### src/rtl/tmr_pkg.sv
package tmr_pkg;

    localparam int DATA_W = 16;
    localparam int PRE_W  = 4;
    localparam int NUM_CMP = 2;

    typedef enum logic [1:0] {
        CMP_OFF = 2'b00,
        CMP_EQ  = 2'b01,
        CMP_GE  = 2'b10,
        CMP_EVT = 2'b11
    } cmp_mode_e;

    // Bit positions are software-visible: the layout is behaviour.
    typedef struct packed {
        logic             run;         // 15
        logic             stat_b;      // 14
        logic             stat_a;      // 13
        logic             locked;      // 12
        logic             sleep_stop;  // 11
        logic             ext_gate;    // 10
        cmp_mode_e        mode_b;      // 9:8
        cmp_mode_e        mode_a;      // 7:6
        logic             rev;         // 5
        logic             fast_sel;    // 4
        logic [PRE_W-1:0] scale;       // 3:0
    } setup_t;

    typedef enum logic [1:0] {
        REG_CMPA  = 2'd0,
        REG_CMPB  = 2'd1,
        REG_COUNT = 2'd2,
        REG_SETUP = 2'd3
    } reg_sel_e;

    function automatic logic [DATA_W-1:0] bit_rev(input logic [DATA_W-1:0] v);
        logic [DATA_W-1:0] r;
        for (int i = 0; i < DATA_W; i++) begin
            r[i] = v[DATA_W-1-i];
        end
        return r;
    endfunction

    function automatic logic cmp_hit(input cmp_mode_e m,
                                     input logic [DATA_W-1:0] c,
                                     input logic [DATA_W-1:0] ref_v);
        case (m)
            CMP_EQ:           return c == ref_v;
            CMP_GE, CMP_EVT:  return c >= ref_v;
            default:          return 1'b0;
        endcase
    endfunction

endpackage

### src/rtl/tmr_prescale.sv
module tmr_prescale
    import tmr_pkg::*;
#(
    parameter int SCALE_W = PRE_W
) (
    input  logic               clk,
    input  logic               rst,
    input  logic               slow_tick,
    input  logic               fast_tick,
    input  logic               fast_sel,
    input  logic [SCALE_W-1:0] scale,
    input  logic               run,
    input  logic               sleep_stop,
    input  logic               sleep_in,
    input  logic               ext_gate,
    input  logic               ext_gate_in,
    input  logic               restart,
    output logic               step
);
    localparam int DIV_W = (1 << SCALE_W) - 1;

    logic [DIV_W-1:0] div_q;
    logic [DIV_W:0]   span;
    logic [DIV_W-1:0] limit;
    logic             src;
    logic             active;

    assign src    = fast_sel ? fast_tick : slow_tick;
    assign active = run && src && !(sleep_stop && sleep_in) && (!ext_gate || ext_gate_in);
    assign span   = (DIV_W+1)'(1) << scale;
    assign limit  = span[DIV_W-1:0] - DIV_W'(1);
    assign step   = active && (div_q == limit) && !restart;

    always_ff @(posedge clk) begin
        if (rst || restart) begin
            div_q <= '0;
        end else if (active) begin
            div_q <= (div_q == limit) ? '0 : div_q + DIV_W'(1);
        end
    end

    logic unused_span;
    assign unused_span = span[DIV_W];

endmodule

### src/rtl/tmr_match.sv
module tmr_match
    import tmr_pkg::*;
#(
    parameter int W = DATA_W
) (
    input  logic      step,
    input  cmp_mode_e mode,
    input  logic [W-1:0] cnt,
    input  logic [W-1:0] ref_v,
    output logic      hit
);
    assign hit = step && cmp_hit(mode, cnt, ref_v);
endmodule

### src/rtl/tmr_counter.sv
module tmr_counter #(
    parameter int W = 16
) (
    input  logic         clk,
    input  logic         rst,
    input  logic         load,
    input  logic [W-1:0] load_val,
    input  logic         step,
    input  logic         wrap,
    output logic [W-1:0] cnt
);
    always_ff @(posedge clk) begin
        if (rst) begin
            cnt <= '0;
        end else if (load) begin
            cnt <= load_val;
        end else if (step) begin
            cnt <= wrap ? '0 : cnt + W'(1);
        end
    end
endmodule

### src/rtl/tmr_regs.sv
module tmr_regs
    import tmr_pkg::*;
#(
    parameter int W = DATA_W,
    parameter int ADDR_W = 3
) (
    input  logic              clk,
    input  logic              rst,
    input  logic              bus_wr,
    input  logic [ADDR_W-1:0] bus_addr,
    input  logic [W-1:0]      bus_wdata,
    input  logic [NUM_CMP-1:0] hit,
    input  logic [W-1:0]      cnt,
    output setup_t            cfg,
    output logic [W-1:0]      cmp_a,
    output logic [W-1:0]      cmp_b,
    output logic              cnt_load,
    output logic [W-1:0]      bus_rdata
);
    localparam int LOW_W = 12;

    reg_sel_e sel;
    logic     wr_ok;
    logic     setup_wr;

    assign sel      = reg_sel_e'(bus_addr[2:1]);
    assign wr_ok    = bus_wr && !bus_addr[0];
    assign setup_wr = wr_ok && (sel == REG_SETUP);
    assign cnt_load = wr_ok && (sel == REG_COUNT);

    always_ff @(posedge clk) begin
        if (rst) begin
            cmp_a <= '0;
            cmp_b <= '0;
        end else begin
            if (wr_ok && sel == REG_CMPA) cmp_a <= bus_wdata;
            if (wr_ok && sel == REG_CMPB) cmp_b <= bus_wdata;
        end
    end

    always_ff @(posedge clk) begin
        if (rst) begin
            cfg <= '0;
        end else begin
            cfg.stat_a <= (cfg.stat_a && !(setup_wr && bus_wdata[13])) || hit[0];
            cfg.stat_b <= (cfg.stat_b && !(setup_wr && bus_wdata[14])) || hit[1];
            if (setup_wr) begin
                cfg.run <= bus_wdata[15];
                if (!cfg.locked) begin
                    cfg.locked      <= 1'b1;
                    cfg[LOW_W-1:0]  <= bus_wdata[LOW_W-1:0];
                end
            end
        end
    end

    always_comb begin
        bus_rdata = '0;
        if (!bus_addr[0]) begin
            case (sel)
                REG_CMPA:  bus_rdata = cmp_a;
                REG_CMPB:  bus_rdata = cmp_b;
                REG_COUNT: bus_rdata = cfg.rev ? bit_rev(cnt) : cnt;
                default:   bus_rdata = cfg;
            endcase
        end
    end

    logic unused_wbit;
    assign unused_wbit = bus_wdata[12];

endmodule

### src/rtl/gp_tick_timer.sv
module gp_tick_timer
    import tmr_pkg::*;
#(
    parameter int W      = DATA_W,
    parameter int ADDR_W = 3
) (
    input  logic              clk,
    input  logic              rst,
    input  logic              bus_wr,
    input  logic [ADDR_W-1:0] bus_addr,
    input  logic [W-1:0]      bus_wdata,
    output logic [W-1:0]      bus_rdata,
    input  logic              slow_tick,
    input  logic              fast_tick,
    input  logic              sleep_in,
    input  logic              ext_gate_in,
    output logic              tick_irq
);
    setup_t                cfg;
    logic [W-1:0]          cmp_a_q;
    logic [W-1:0]          cmp_b_q;
    logic [W-1:0]          cnt_q;
    logic                  cnt_load;
    logic                  step;
    logic                  wrap;
    logic [NUM_CMP-1:0]    hit;
    logic [NUM_CMP-1:0][W-1:0] ref_v;
    cmp_mode_e             mode_v [NUM_CMP];

    assign ref_v[0]  = cmp_a_q;
    assign ref_v[1]  = cmp_b_q;
    assign mode_v[0] = cfg.mode_a;
    assign mode_v[1] = cfg.mode_b;

    tmr_regs #(.W(W), .ADDR_W(ADDR_W)) u_regs (
        .clk       (clk),
        .rst       (rst),
        .bus_wr    (bus_wr),
        .bus_addr  (bus_addr),
        .bus_wdata (bus_wdata),
        .hit       (hit),
        .cnt       (cnt_q),
        .cfg       (cfg),
        .cmp_a     (cmp_a_q),
        .cmp_b     (cmp_b_q),
        .cnt_load  (cnt_load),
        .bus_rdata (bus_rdata)
    );

    tmr_prescale #(.SCALE_W(PRE_W)) u_pre (
        .clk         (clk),
        .rst         (rst),
        .slow_tick   (slow_tick),
        .fast_tick   (fast_tick),
        .fast_sel    (cfg.fast_sel),
        .scale       (cfg.scale),
        .run         (cfg.run),
        .sleep_stop  (cfg.sleep_stop),
        .sleep_in    (sleep_in),
        .ext_gate    (cfg.ext_gate),
        .ext_gate_in (ext_gate_in),
        .restart     (cnt_load),
        .step        (step)
    );

    for (genvar g = 0; g < NUM_CMP; g++) begin : g_cmp
        tmr_match #(.W(W)) u_match (
            .step  (step),
            .mode  (mode_v[g]),
            .cnt   (cnt_q),
            .ref_v (ref_v[g]),
            .hit   (hit[g])
        );
    end

    assign wrap = hit[1] && (cfg.mode_b == CMP_EVT);

    tmr_counter #(.W(W)) u_cnt (
        .clk      (clk),
        .rst      (rst),
        .load     (cnt_load),
        .load_val (bus_wdata),
        .step     (step),
        .wrap     (wrap),
        .cnt      (cnt_q)
    );

    assign tick_irq = cfg.stat_b && (cfg.mode_b == CMP_EVT);

endmodule

### config.mk
export PLATFORM = sky130hd
export DESIGN_NAME = gp_tick_timer
export DESIGN_NICKNAME = d
export VERILOG_FILES = /design/src/rtl/tmr_pkg.sv /design/src/rtl/tmr_prescale.sv /design/src/rtl/tmr_match.sv /design/src/rtl/tmr_counter.sv /design/src/rtl/tmr_regs.sv /design/src/rtl/gp_tick_timer.sv
export SDC_FILE = /design/constraint.sdc
export NUM_CORES = 1
export LEC_CHECK = 0
export ABC_AREA = 1
export BUFFER_PORTS_ARGS = -buffer_cell sky130_fd_sc_hd__buf_4
export CORE_ASPECT_RATIO = 1.4
export CORE_MARGIN = 2
export CORE_UTILIZATION = 35
export DETAILED_ROUTE_END_ITERATION = 7
export HOLD_SLACK_MARGIN = 0.02
export PLACE_DENSITY_LB_ADDON = 0.08
export SLEW_MARGIN = 20
export SYNTH_ARGS = -nofsm -noshare
export SYNTH_HDL_FRONTEND = slang
export SYNTH_SLANG_ARGS = --single-unit
### constraint.sdc
create_clock -name clk -period 2.64 [get_ports clk]
set_clock_uncertainty 0.05 [all_clocks]
set_input_delay 0.528 -clock clk [delete_from_list [all_inputs] [get_ports clk]]
set_output_delay 0.528 -clock clk [all_outputs]
set_load 0.02 [all_outputs]
==> results of run 1 <==
[layout by cell type (no fill, tap or decap), drive strengths merged, types with 2 or more instances in the layout]
cell / Yosys / routed
a221oi: 2 / 2
a21oi: 107 / 107
nand2: 205 / 205
xor2: 9 / 9
nand4: 8 / 9
nor3: 9 / 9
bufinv: 0 / 2
a31oi: 12 / 12
inv: 128 / 127
o221ai: 2 / 2
xnor2: 2 / 2
nand3: 45 / 45
nor2: 87 / 87
and3: 2 / 2
clkbuf: 22 / 11
clkinvlp: 0 / 4
buf: 6 / 71
ha: 35 / 35
o21ai: 81 / 81
o211ai: 2 / 2
o21a: 3 / 3
dfxtp: 79 / 79
[power groups by stage]
stage,Combinational [µW],Sequential [µW],Clock [µW]
after floorplan,289,1270,0
after global placement,461,1280,0
after detailed placement,464,1280,0
after CTS,468,1250,1400
after global routing,524,1260,1450
final,470,1250,1380
[cell families (layout without fill, tap and decap cells)]
logic type | Yosys count | in the layout | synth area share
adder cells (fa/ha/maj) | 35 | 35 | 0.0800
AND/OR/NAND/NOR | 357 | 358 | 0.289
flip-flops | 79 | 79 | 0.289
XOR/XNOR | 11 | 11 | 0.0176
buffers and inverters | 157 | 216 | 0.113
AO/OA/AOI/OAI | 214 | 214 | 0.212
[metrics by stage]
stage           util  cell area [µm²]  hold WS [ps]  total power [µW]
6_report       0.421             6510           406              3100
5_1_grt        0.421             6510           418              3230
4_1_cts        0.417             6450           406              3120
3_5_place_dp   0.395             6120           421              1740
3_3_place_gp   0.395             6120           413              1740
2_1_floorplan      -             5470           390              1560
[critical path, stage by stage, from the launching register on]
cell	delay [ps]
dfxtp_1	380
clkinvlp_4	320
a21oi_1	240
o31ai_1	90
a221oi_1	370
buf_4	220
[area by class of cell]
class	count	area (µm²)	share of cell area
flip-flops and latches	79	1590	0.243
clock buffers	11	233	0.0357
inverters	129	493	0.0757
multi-input cells	618	3320	0.509
clock inverters	5	82.6	0.0127
well taps	196	245	0.0377
repair buffers	71	558	0.0857
[registers in the layout (all words and copies together) (netlist names)]
name	cells
u_regs.cmp_a	16
u_regs.cmp_b	16
u_cnt.cnt	16
u_regs.cfg	16
u_pre.div_q	15
[routing by layer]
metal  vias up  track usage  routed length, µm
met5         -            0                  0
met4         0        0.107                641
met3        31       0.0279                520
met2       130        0.448              10600
met1      2582        0.273               7750
li1       2880            -                  -
[what timing repair did]
action	CTS	global route
cloned	1	0
endpoints found under the setup margin	16	23
resized for setup	2	9
pin swaps	1	1
buffers inserted	0	4
[final timing paths]
kind	start	end	slack (ps)	cells past startpoint
min reg2reg	u_regs.cmp_a[7]	u_regs.cmp_a[7]	430	2
min	bus_wdata[6]	u_regs.cfg[6]	410	3
max reg2reg	u_regs.cfg[0]	u_cnt.cnt[11]	170	15
max	u_regs.cfg[5]	bus_rdata[5]	80	5
==> impl_metrics.toml, run 1 <==
[worst_setup_path]
cp_max_fo = 22
critPathKind = "flop to output pin"
arrival_ps = 1980
end_kind = "output pin"
start_kind = "flop"
cp.required_ps = 2060

[timing]
setup_violations = 0
period_minus_slack_ps = 2560
rsz0062_at_grt = "yes"
fin_crit_sh = 0.970
worst_slack_ps = 79.1
slew_viol_final = 0
timing.slew.headroom = 0.470
max_freq_ghz = 0.390
setup-tns-final_ps = 0
worstMarginPinSlew_ps = 795
hold_viol_final = 0

[clock_network]
clockBufferDepth = 2
h-tree-depth = 3
cts_root_buffer = "clkbuf_16"
cts_hold_buf = 0
clock_sinks = 79
numCtsBuffers = 9
cts.clk_slew.worst_paths_ps = 60
cts_tree = "done"
clk_latency_ps = 360

[floorplanning]
die_h_um = 152
dieWidth_um = 110
core_area_um2 = 15500
ioPinCount = 43
die_area_um2 = 16700
rows = 54
initial_utilization = 0.354

[yosys]
synth_common_cells = "nand2_1, inv_1, a21oi_1"
syn_area_per_cell_um2 = 6.41
synth_edf_count = 0
ys.flop_type = "dfxtp_1"
synth_most_common_cell = "nand2_1"
async_flop_share = 0
yosysWarnings = 0
yosysTopAreaCell = "dfxtp_1"
syn-instance-count = 853
synth_top_area_frac = 0.289
synthDistinctLibCells = 41
synth.area.top_cells = "dfxtp_1, nand2_1, a21oi_1"
syn_nets = 914
synth_seq_cells = 79
synth_area_um2 = 5470
seq_area_frac_synth = 0.289

[power]
p_int_uw = 2220
power_frac_comb = 0.151
power.density_nw_per_um2 = 477
irDropWorstVdd_mv = 0.316
switchingPower_uw = 881
switching_share = 0.284
leakage_uw = 0.00277
p_seq_frac = 0.404
clock_power_share = 0.444

[final_layout]
insertedDiodeCount = 0
fillCellCount = 1689
layout.nets = 969
drive_above_1_share = 0.159
stdcell_count = 1109
syn_to_final_growth_pct = 19.0

[routing]
remaining_drc_errors = 0
first_pass_iters = 5
wl_um = 19500
antenna_left = 0
wl_per_cell_um = 17.6
drt-initial-drc-count = 406
vias = 5623
viasPerCell = 5.07

[place]
gp_congestion = 0.878
numPortBuffers = 42
dpl_worst_slack_ps = -48.9
dp_hpwl_um = 15200
placed_cells = 1088

[grt]
grt_start_max_net_pins = 32
grt_use_total = 0.244
gr-total-overflow = 0
grt_pass1_wl_um = 30300
antenna_found_initial = 0
grt_pass1_vias = 5516

[job]
max_cap_viol_count = 0

[run_status]
status = "finished, final reports clean"

[min_path]
hp-class = "primary input to flop"
(Power assumes the default switching activity.)
==> inputs of run 2 (changes only) <==
--- a/config.mk
+++ b/config.mk
@@ -7,9 +7,11 @@
 export LEC_CHECK = 0
 export ABC_AREA = 1
 export BUFFER_PORTS_ARGS = -buffer_cell sky130_fd_sc_hd__buf_4
+export CELL_PAD_IN_SITES_DETAIL_PLACEMENT = 0
+export CELL_PAD_IN_SITES_GLOBAL_PLACEMENT = 2
 export CORE_ASPECT_RATIO = 1.4
 export CORE_MARGIN = 2
-export CORE_UTILIZATION = 35
+export CORE_UTILIZATION = 33
 export DETAILED_ROUTE_END_ITERATION = 7
 export HOLD_SLACK_MARGIN = 0.02
 export PLACE_DENSITY_LB_ADDON = 0.08
==> impl_metrics.toml, run 2 (synthesis results as in run 1) <==
[run_status]
status = "finished, final reports clean"

[clock_network]
cts_hold_buf = 0
numCtsBuffers = 9
clock_sinks = 79
h-tree-depth = 3
cts.clk_slew.worst_paths_ps = 60
clk_latency_ps = 350
cts_root_buffer = "clkbuf_16"
clockBufferDepth = 2
cts_tree = "done"

[routing]
drt-initial-drc-count = 361
wl_met2_um = 11100
remaining_drc_errors = 0
highest_layer = "met4"
vias = 5669
viasPerCell = 5.07
first_pass_iters = 5
wl_um = 20400
wl_met1_um = 8210
met3WireLength_um = 544
antenna_left = 0
wl_per_cell_um = 18.3

[power]
power.density_nw_per_um2 = 477
switching_share = 0.279
p_int_uw = 2250
irDropWorstVdd_mv = 0.221
clock_power_share = 0.444
p_seq_frac = 0.401
leakage_uw = 0.00280
switchingPower_uw = 873
power_frac_comb = 0.155

[worst_setup_path]
crit_path_cell_trace = "clkinvlp_4, o21ai_0, a21oi_1, a21oi_1, a31oi_1, buf_4"
slowest_stage = "dfxtp_1"
cp.required_ps = 2060
crit_cells = 6
cp_max_fo = 22
cp_common_cell = "a21oi_1"
start_kind = "flop"
arrival_ps = 1980
critPathTopFamily = "compound AO/OA/AOI/OAI gates"
end_kind = "output pin"
cp_slowest_stage_delay_ps = 380
reg2reg_depth = 16
critPathKind = "flop to output pin"
critPathBufInv = 2

[floorplanning]
dieWidth_um = 113
initial_utilization = 0.338
die_area_um2 = 17600
core_area_um2 = 16200
rows = 55
die_h_um = 156
ioPinCount = 43

[final_layout]
layout_commonest_cell = "nand2_1"
layout_common_cells = "nand2_1, inv_1, a21oi_1, dfxtp_1, buf_4"
layout.nets = 975
post-route-util = 0.405
syn_to_final_growth_pct = 19.8
fillCellCount = 1741
regArea_um2 = 1590
drive_above_1_share = 0.166
stdcell_count = 1118
multiInputGateArea_um2 = 3310
insertedDiodeCount = 0

[min_path]
hp-class = "primary input to flop"
min_path_cells = 3

[place]
dp_hpwl_um = 16000
placed_cells = 1095
gp_congestion = 0.860
numPortBuffers = 42

[timing]
fin_crit_sh = 0.970
period_minus_slack_ps = 2560
slew_viol_final = 0
setup-tns-final_ps = 0
max_freq_ghz = 0.390
worstMarginPinSlew_ps = 856
rsz0062_at_grt = "yes"
setup_violations = 0
timing.slew.headroom = 0.429
hold_viol_final = 0

[job]
max_cap_viol_count = 0

[grt]
grt_pass1_vias = 5343
gr-total-overflow = 0
grt_pass1_wl_um = 31300
antenna_found_initial = 0
grt_start_max_net_pins = 45
grt_use_total = 0.237
## run 2: layout make-up
type,count,area share
timing repair buffer,78,0.0912
clock inverter,5,0.0124
tap,199,0.0380
multi-input combinational,617,0.505
clock buffer,11,0.0370
sequential,79,0.242
inverter,129,0.0748
## run 2: path summary, 6_finish.rpt
| kind | slack (ps) | end | start |
|---|---|---|---|
| worst max-delay path | 80 | bus_rdata[8] | u_regs.cfg[5] |
| worst min-delay path | 410 | u_regs.cfg[8] | bus_wdata[8] |
| worst max register to register | 180 | u_cnt.cnt[11] | u_regs.cfg[1] |
| worst min register to register | 430 | u_regs.cmp_a[8] | u_regs.cmp_a[8] |
## run 2: per-layer routing
layer  vias up  GRT usage
li1       2897          -
met1      2628      0.268
met2       113      0.449
met3        31     0.0290
met4         0     0.0871
met5         -          0
## run 2: worst reg2reg max path: stages (launching register included)
cell,delay [ps]
dfxtp_4,380
nor2_4,150
nand2_2,90
ha_2,330
nor2_1,40
nor2_1,110
nand3_1,80
nor2_2,120
nand2_2,70
nor2_4,130
nand2_4,80
nor2_8,260
buf_4,170
nand3_1,50
nor2_1,110
nand2_1,60
a21oi_1,110
## run 2: power groups by stage
stage                     clock network [µW]  registers (µW)  logic [µW]
after floorplan                            0            1270         289
after global placement                     0            1280         472
after detailed placement                   0            1280         473
after CTS                               1430            1250         476
after global routing                    1470            1260         543
final                                   1390            1250         483
## run 2: per-stage QoR
step	instance area (µm²)	hold slack, ps	worst slack (ps)	power [µW]
3_5_place_dp	6120	422	-129	1750
4_1_cts	6470	406	34.5	3150
5_1_grt	6560	416	-14.6	3260
6_report	6560	407	78.5	3130
3_3_place_gp	6120	415	-92.9	1750
2_1_floorplan	5470	390	311	1560
## run 2: what timing repair did
item                       in CTS  in global routing
setup buffers                   1                  6
resized for setup               1                 10
pin swaps                       1                  4
gates cloned                    0                  0
setup endpoints to repair      19                 32
==> inputs of run 3 (changes only) <==
--- a/config.mk
+++ b/config.mk
@@ -5,13 +5,12 @@
 export SDC_FILE = /design/constraint.sdc
 export NUM_CORES = 1
 export LEC_CHECK = 0
-export ABC_AREA = 1
 export BUFFER_PORTS_ARGS = -buffer_cell sky130_fd_sc_hd__buf_4
 export CELL_PAD_IN_SITES_DETAIL_PLACEMENT = 0
 export CELL_PAD_IN_SITES_GLOBAL_PLACEMENT = 2
 export CORE_ASPECT_RATIO = 1.4
 export CORE_MARGIN = 2
-export CORE_UTILIZATION = 33
+export CORE_UTILIZATION = 35
 export DETAILED_ROUTE_END_ITERATION = 7
 export HOLD_SLACK_MARGIN = 0.02
 export PLACE_DENSITY_LB_ADDON = 0.08
==> impl_metrics.toml, run 3 <==
[yosys]
synth_top_family_by_area = "simple AND/OR/NAND/NOR gates"
yosysWarnings = 0
synthXorXnorAreaFrac = 0.0396
synth_edf_count = 0
synth_common_cells = "nand2_1, dfxtp_1, nor2_1"
syn_nets = 797
synth_seq_cells = 79
synthMuxAreaShare = 0.0400
seq_area_frac_synth = 0.288
syn_area_per_cell_um2 = 7.47
synth-compound-area-share = 0.210
yosysTopAreaCell = "dfxtp_1"
synthAdderAreaFrac = 0.0796
async_flop_share = 0
synth_area_um2 = 5500
synthDistinctLibCells = 64
synth.area.top_cells = "dfxtp_1, nand2_1, ha_1"
synth_most_common_cell = "nand2_1"
syn-instance-count = 736
ys.flop_type = "dfxtp_1"
yosys.area_share.simple = 0.281
synth_top_area_frac = 0.288

[grt]
antenna_found_initial = 0
grt_pass1_wl_um = 32400
grt_use_total = 0.262
grt_start_max_net_pins = 27
grt_pass1_vias = 5606
gr-total-overflow = 0

[power]
switching_share = 0.304
irDropWorstVdd_mv = 0.281
clock_power_share = 0.399
power.density_nw_per_um2 = 483
switchingPower_uw = 1020
p_seq_frac = 0.374
p_int_uw = 2340
leakage_uw = 0.00266
power_frac_comb = 0.227

[routing]
antenna_left = 0
viasPerCell = 5.51
drt-initial-drc-count = 285
wl_per_cell_um = 20.8
vias = 5605
remaining_drc_errors = 0
first_pass_iters = 5
wl_um = 21200

[final_layout]
insertedDiodeCount = 0
layout_common_cells = "nand2_1, buf_4, dfxtp_1, nor2_1, a21oi_1"
fillCellCount = 1583
regArea_um2 = 1590
syn_to_final_growth_pct = 26.6
layout.nets = 878
drive_above_1_share = 0.212
multiInputGateArea_um2 = 3740
layout_commonest_cell = "nand2_1"
stdcell_count = 1018
fin_area_um2 = 6960

[place]
gp_congestion = 0.879
placed_cells = 1001
numPortBuffers = 42
place_area_um2 = 6560
dp_hpwl_um = 16000

[floorplanning]
core_area_um2 = 15500
die_h_um = 152
die_area_um2 = 16700
rows = 54
dieWidth_um = 110
ioPinCount = 43
initial_utilization = 0.355

[worst_setup_path]
cp.required_ps = 2850
start_kind = "flop"
critPathKind = "flop to flop"
arrival_ps = 2850
end_kind = "flop"
cp_max_fo = 5

[timing]
timing.slew.headroom = 0.603
setup_violations = 0
whs_ps = 359
max_freq_ghz = 0.379
fin_crit_sh = 0.999
hold_viol_final = 0
rsz0062_at_grt = "yes"
period_minus_slack_ps = 2640
worstMarginPinSlew_ps = 591
slew_viol_final = 0

[clock_network]
h-tree-depth = 3
clock_sinks = 79
clk_latency_ps = 350
cts_root_buffer = "clkbuf_16"
clockBufferDepth = 2
cts_tree = "done"
numCtsBuffers = 9
cts.clk_slew.worst_paths_ps = 60

[min_path]
hp-class = "primary input to flop"

[run_status]
status = "finished, final reports clean"

[job]
max_cap_viol_count = 0
-- run 3: changes by cell type after synthesis, sizes merged, moves of 10 or more --
cell	change
a2111oi	+15
a211oi	+18
a21oi	-45
clkbuf	+10
inv	-90
mux2i	+22
nand2	-73
nand2b	+13
nand3	-27
nor2	-20
nor2b	+24
o211ai	+13
o21ai	-61
xnor2	+12
-- run 3: stage by stage --
step                setup WS, ps  power (µW)  utilization  setup TNS (ps)
finish                      2.46        3360        0.450               0
global route                -163        3510        0.450           -1540
CTS                         8.11        3380        0.446               0
detailed placement         -42.7        2020        0.424           -42.7
global placement           -27.1        2020        0.424           -27.1
floorplan                  -65.5        1700            -           -67.8
-- run 3: metal layers --
layer / vias to the layer above / wire length (µm) / GRT usage
met4: 0 / 762 / 0.106
met1: 2690 / 8460 / 0.297
met2: 110 / 11200 / 0.476
met5: - / 0 / 0
li1: 2768 / - / -
met3: 37 / 728 / 0.0381
-- run 3: power groups by stage --
| stage | Combinational (µW) | Clock (µW) | Sequential, µW |
|---|---|---|---|
| floorplan | 400 | 0 | 1300 |
| detailed placement | 736 | 0 | 1290 |
| finish | 763 | 1340 | 1260 |
| global placement | 732 | 0 | 1290 |
| global route | 834 | 1410 | 1260 |
| CTS | 749 | 1370 | 1260 |
-- run 3: critical path, cell delays in order (launching register included) --
cell and delay, ps:
dfxtp_1 340, nor2_2 140, nand2_1 110, ha_4 280, xor2_1 140, o211ai_1 90, a2111o_1 330, a2111oi_4 250
nand4_4 180, or3_4 460, o31ai_2 190
-- run 3: path summary, 6_finish.rpt --
path | start | end | slack [ps] | cells after the start
max | u_regs.cfg[0] | u_cnt.cnt[7] | 2 | 10
min | bus_wdata[12] | u_cnt.cnt[12] | 360 | 3
max reg2reg | u_regs.cfg[0] | u_cnt.cnt[7] | 2 | 10
min reg2reg | u_regs.cmp_a[14] | u_regs.cmp_a[14] | 410 | 2
-- run 3: cell type report --
cell class,count,share of cell area
Inverter,38,0.0205
Clock inverter,5,0.00934
Tap cell,196,0.0352
Sequential cell,79,0.228
Multi-Input combinational cell,572,0.537
Clock buffer,11,0.0363
Timing Repair Buffer,117,0.134
-- run 3: timing repair --
action,4_1_cts,5_1_grt
hold buffers,0,0
pin swaps,2,7
endpoints found under the setup margin,10,35
resized for setup,5,13
setup buffers,0,1
-- run 3: kinds of logic after synthesis --
kind of cell | Yosys count
AND/OR/NAND/NOR | 320
multiplexers | 22
XOR/XNOR | 24
AO/OA/AOI/OAI | 171
buffers and inverters | 85
adder cells (fa/ha/maj) | 35
flip-flops | 79
